<file path="src/rtl/tcap_pkg.sv">
package tcap_pkg;
   localparam int DFLT_CODE_W = 5;
   localparam int DFLT_RSV_W  = 2;
   localparam int DFLT_SYNC   = 2;

   typedef enum logic {EDGE_RISE = 1'b0, EDGE_FALL = 1'b1} tcap_edge_e;
endpackage

</file>
<file path="src/rtl/tcap_sync.sv">
module tcap_sync #(
   parameter int W      = 3,
   parameter int STAGES = 2
) (
   input  logic         clk,
   input  logic         rst_n,
   input  logic [W-1:0] d,
   output logic [W-1:0] q
);
   if (STAGES < 2) begin : g_chk_stages
      $error("tcap_sync: STAGES must be at least 2");
   end
   if (W < 1) begin : g_chk_w
      $error("tcap_sync: W must be positive");
   end

   logic [STAGES-1:0][W-1:0] stg;

   always_ff @(posedge clk or negedge rst_n) begin
      if (!rst_n) stg <= '0;
      else        stg <= {stg[STAGES-2:0], d};
   end

   assign q = stg[STAGES-1];
endmodule

</file>
<file path="src/rtl/tcap_edge.sv">
module tcap_edge
   import tcap_pkg::*;
#(
   parameter tcap_edge_e DIR = EDGE_RISE
) (
   input  logic clk,
   input  logic rst_n,
   input  logic lvl,
   output logic pulse
);
   logic prev;

   always_ff @(posedge clk or negedge rst_n) begin
      if (!rst_n) prev <= 1'b0;
      else        prev <= lvl;
   end

   if (DIR == EDGE_RISE) begin : g_rise
      assign pulse = lvl & ~prev;
   end else begin : g_fall
      assign pulse = ~lvl & prev;
   end

   // an edge pulse lasts exactly one system cycle
   a_r2_single_pulse: assert property (@(posedge clk) disable iff (!rst_n)
      pulse |=> !pulse);
endmodule

</file>
<file path="src/rtl/tcap_window.sv">
module tcap_window #(
   parameter int WORD_W = 8
) (
   input  logic              clk,
   input  logic              rst_n,
   input  logic              shift_en,
   input  logic              din,
   output logic [WORD_W-1:0] win
);
   if (WORD_W < 2) begin : g_chk_word
      $error("tcap_window: WORD_W must be at least 2");
   end

   always_ff @(posedge clk or negedge rst_n) begin
      if (!rst_n)        win <= '0;
      else if (shift_en) win <= {win[WORD_W-2:0], din};
   end

   // newest bit enters at the low end, older bits move up
   a_r2_shift_in: assert property (@(posedge clk) disable iff (!rst_n)
      shift_en |=> (win[0] == $past(din)) && (win[WORD_W-1:1] == $past(win[WORD_W-2:0])));

   // without a qualified clock edge the window keeps its contents
   a_r8_window_hold: assert property (@(posedge clk) disable iff (!rst_n)
      !shift_en |=> $stable(win));
endmodule

</file>
<file path="src/rtl/tunecap_serial_slave.sv">
module tunecap_serial_slave
   import tcap_pkg::*;
#(
   parameter int CODE_W      = DFLT_CODE_W,
   parameter int RSV_W       = DFLT_RSV_W,
   parameter int SYNC_STAGES = DFLT_SYNC
) (
   input  logic              clk,
   input  logic              rst_n,
   input  logic              ser_clk,
   input  logic              ser_dat,
   input  logic              ser_en,
   output logic [CODE_W-1:0] tune_code,
   output logic              standby,
   output logic              rsv_err
);
   localparam int WORD_W   = RSV_W + 1 + CODE_W;
   localparam int STBY_BIT = CODE_W;

   if (CODE_W < 1) begin : g_chk_code
      $error("tunecap_serial_slave: CODE_W must be positive");
   end
   if (RSV_W < 0) begin : g_chk_rsv
      $error("tunecap_serial_slave: RSV_W must not be negative");
   end
   if (SYNC_STAGES < 2) begin : g_chk_sync
      $error("tunecap_serial_slave: SYNC_STAGES must be at least 2");
   end

   logic [2:0]        s_bus;
   logic              s_clk, s_dat, s_en;
   logic              clk_rise, en_fall;
   logic              shift_en, commit;
   logic [WORD_W-1:0] window;

   tcap_sync #(.W(3), .STAGES(SYNC_STAGES)) u_sync (
      .clk   (clk),
      .rst_n (rst_n),
      .d     ({ser_clk, ser_dat, ser_en}),
      .q     (s_bus)
   );
   assign {s_clk, s_dat, s_en} = s_bus;

   tcap_edge #(.DIR(EDGE_RISE)) u_clk_edge (
      .clk   (clk),
      .rst_n (rst_n),
      .lvl   (s_clk),
      .pulse (clk_rise)
   );

   tcap_edge #(.DIR(EDGE_FALL)) u_en_edge (
      .clk   (clk),
      .rst_n (rst_n),
      .lvl   (s_en),
      .pulse (en_fall)
   );

   assign shift_en = clk_rise & s_en;
   assign commit   = en_fall;

   tcap_window #(.WORD_W(WORD_W)) u_window (
      .clk      (clk),
      .rst_n    (rst_n),
      .shift_en (shift_en),
      .din      (s_dat),
      .win      (window)
   );

   always_ff @(posedge clk or negedge rst_n) begin
      if (!rst_n) begin
         tune_code <= '0;
         standby   <= 1'b0;
      end else if (commit) begin
         tune_code <= window[CODE_W-1:0];
         standby   <= window[STBY_BIT];
      end
   end

   if (RSV_W > 0) begin : g_rsv_check
      always_ff @(posedge clk or negedge rst_n) begin
         if (!rst_n)                                 rsv_err <= 1'b0;
         else if (commit && (|window[WORD_W-1 -: RSV_W])) rsv_err <= 1'b1;
      end

      // a committed word with a reserved bit set raises the flag
      a_r7_err_set: assert property (@(posedge clk) disable iff (!rst_n)
         (commit && (|window[WORD_W-1 -: RSV_W])) |=> rsv_err);
   end else begin : g_no_rsv
      assign rsv_err = 1'b0;
   end

   // once raised, the flag stays until reset
   a_r7_sticky: assert property (@(posedge clk) disable iff (!rst_n)
      rsv_err |=> rsv_err);

   // outputs move only on a commit
   a_r9_hold: assert property (@(posedge clk) disable iff (!rst_n)
      !commit |=> ($stable(tune_code) && $stable(standby)));

   // the standby output follows the committed window bit
   a_r6_standby: assert property (@(posedge clk) disable iff (!rst_n)
      commit |=> (standby == $past(window[STBY_BIT])));

   // the tuning field follows the low bits of the committed window
   a_r2_code: assert property (@(posedge clk) disable iff (!rst_n)
      commit |=> (tune_code == $past(window[CODE_W-1:0])));
endmodule

</file>
<file path="config.mk">
export PLATFORM = sky130hd
export DESIGN_NAME = tunecap_serial_slave
export DESIGN_NICKNAME = d
export VERILOG_FILES = /design/src/rtl/tcap_pkg.sv /design/src/rtl/tcap_sync.sv /design/src/rtl/tcap_edge.sv /design/src/rtl/tcap_window.sv /design/src/rtl/tunecap_serial_slave.sv
export SDC_FILE = /design/constraint.sdc
export NUM_CORES = 1
export LEC_CHECK = 0
export ABC_AREA = 1
export ABC_CLOCK_PERIOD_IN_PS = 3000
export BUFFER_PORTS_ARGS = -buffer_cell sky130_fd_sc_hd__clkbuf_2
export CORE_MARGIN = 4
export CORE_UTILIZATION = 57
export CTS_BUF_LIST = sky130_fd_sc_hd__clkbuf_8 sky130_fd_sc_hd__clkbuf_16
export DETAILED_ROUTE_END_ITERATION = 16
export HOLD_SLACK_MARGIN = 0.08
export PLACE_DENSITY = 0.78
export SYNTH_ARGS = -nofsm -noshare
export SYNTH_HDL_FRONTEND = slang
export SYNTH_HIERARCHICAL = 1
export SYNTH_SLANG_ARGS = --single-unit
export TNS_END_PERCENT = 30
</file>
<file path="constraint.sdc">
create_clock -name clk -period 3 [get_ports clk]
set_input_delay 0.6 -clock clk [delete_from_list [all_inputs] [get_ports clk]]
set_output_delay 0.6 -clock clk [all_outputs]
set_load 0.005 [all_outputs]
</file>
==> metrics.txt <==
DR iter-0 viols=9; crit path time final=1.367 ns; area grow syn2layout=8.741%; Clock Sinks=23; DRC Markers=0; Worst VDD drop=0.0005145 V; Antenna Cells=0; Leakage=0.4994 nW; final setup fails=0; Synth area leader=dfrtp_1; Mapped Area=844.6 µm²; # IOs=12; clk_lat worst skew=0.25 ns; WP depth=1; sequential cell area fraction in the yosys report=68.15%; clock root cell=clkbuf_8; status=complete, no violations; Required @ worst endpoint=2.40 ns; crit-path max FO=2; first-pass GRT wire length=1.897 mm; launch point of the worst path=tune_code[2]; Multi-input gate area=182.7 µm²; end of the worst register-to-register path=tune_code[4]; worst path cell trace=clkbuf_2; clock tree from TritonCTS=built; routability cong.=0.7434; overall power=662.9 µW; hpwl dp=839.1 µm; Bufs on Longest Clock Path=2; RR Startpoint=u_sync/q[0]; Via density=4.781; clk_skew=0.002043 ns; initial antenna violation count=0; CP top delay family=flip-flops; post-CTS setup buffers=0; Die Wd=46.49 µm; Critical Path Sink Type=output port; Final Cycle Share=45.56%; post-synth top area share=68.15%; die area=2161 µm²; R2R setup slack=1.88 ns; Finished Cell Area=918.4 µm²; final WL=1.161 mm; total CTS buffers=3; clock-pin slew on the worst setup and hold paths=0.07 ns; Avg Cell Area, Syn=10.56 µm²; R2R cell count=2; DIE HEIGHT=46.49 µm; Worst Hold Class=primary input to asynchronous set/reset pin; Cell Pwr Density=721.8 nW/µm²; pin count of the biggest net entering global routing=24; Syn. warnings=6; Synth cell types=9; CTS Hold Bufs=0; Max Freq=731.7 MHz; register bit total from synthesis=23; Rows=13; Core Area=1350 µm²; final hold violation count=0; startpoint types=flip-flop; Initial Util=62.56%; Slew Limit Fails=0; port bufs=11; dpl cell area=873.3 µm²; critical path buffer and inverter count=1; Total GRT Usage=13.48%; first-pass detailed-route iteration total=4; vias in the first global route=434; Slew headroom=64.71%; syn nets=85; ratio of cells with drive above 1 in the final layout=23.33%; setup_tns=0 ns; slowest stage delay, CP=0.39 ns; via count=502; RSZ-0062 raised after global routing=false; WP data arrival=0.77 ns; maxcap violations=0; worst slew pin tran=0.5294 ns; WL per Instance=11.06 µm; Gate Count Post-Synth=80; Slowest cell on crit path=dfrtp_1; storage element area=575.6 µm²; Net count, final=96; critical path type=flip-flop to output port; Resize count post-CTS=0; H-tree depth=1; grt ovf=0; Layout fillers=110; worst setup path endpoint=tune_code[2]; Antenna Nets Post-Route=0; top cells by area, synth=dfrtp_1 68%, nand2_1 14%, inv_1 4.4%
cells in the mapped netlist:
master and n:
dfrtp_1 23, buf_6 2, o21ai_0 3, buf_4 3, inv_2 1, nand2_1 32, nor2_2 2, inv_1 10
o21ai_2 4
area by class of cell:
| cell class | instances | share of cell area [%] |
|---|---|---|
| sequential | 23 | 62.67 |
| multi-input combinational | 41 | 19.89 |
| timing repair buffer | 11 | 5.995 |
| clock buffer | 3 | 4.496 |
| inverter | 11 | 4.496 |
| tap | 15 | 2.044 |
| clock inverter | 1 | 0.4087 |
worst min-delay path by stage:
stage	startpoint	to	slack, ns
after CTS	rst_n	tune_code[1]	0.33
final	rst_n	standby	0.31
after global placement	u_sync/stg[2]	u_sync/q[2]	0.33
after floorplan	rst_n	rsv_err	0.30
after global routing	rst_n	standby	0.35
after detailed placement	u_sync/stg[2]	u_sync/q[2]	0.34
stage by stage:
| stage | setup slack (ns) | instances | hold WS, ns | utilization [%] |
|---|---|---|---|---|
| detailed placement | 1.863 | 101 | 0.3358 | 64.69 |
| CTS | 1.619 | 105 | 0.3292 | 68.03 |
| global placement | 1.913 | 101 | 0.3337 | 64.69 |
| floorplan | 2.004 | 80 | 0.3044 | - |
| global route | 1.601 | 105 | 0.3476 | 68.03 |
| finish | 1.633 | 105 | 0.3097 | 68.03 |
cells by family (layout without fill, tap and decap cells):
group / Yosys count / in the layout / synth area share, %
compound gates: 7 / 7 / 5.925
buf+inv: 16 / 26 / 10.22
flops: 23 / 23 / 68.15
simple gates: 34 / 34 / 15.70
layer usage:
layer,wire length [µm],vias up,global-route usage [%],part of all wire [%]
met2,520,14,17.31,45
met3,78,4,4.688,6.7
met5,0,-,0,0
met1,540,228,19.85,47
li1,-,256,-,-
met4,21,0,6.818,1.8
registers in the layout, indices dropped and copies added (netlist names):
register	count
u_en_edge/prev	1
u_sync/stg	3
standby	1
u_clk_edge/prev	1
tune_code	5
u_sync/q	3
rsv_err	1
u_window/win	8
placed cells by master (no fill, tap or decap), drive strengths merged:
cell type / count
clkbuf: 14
dfrtp: 23
o21ai: 7
nor2: 2
nand2: 32
inv: 12
report_power, final:
group	leakage (nW)	switching (mW)	internal, mW
clock	0.0269	0.0857	0.0910
combinational	0.181	0.0496	0.0400
sequential	0.291	0.0338	0.363
Power figures use the tool's default switching activity.
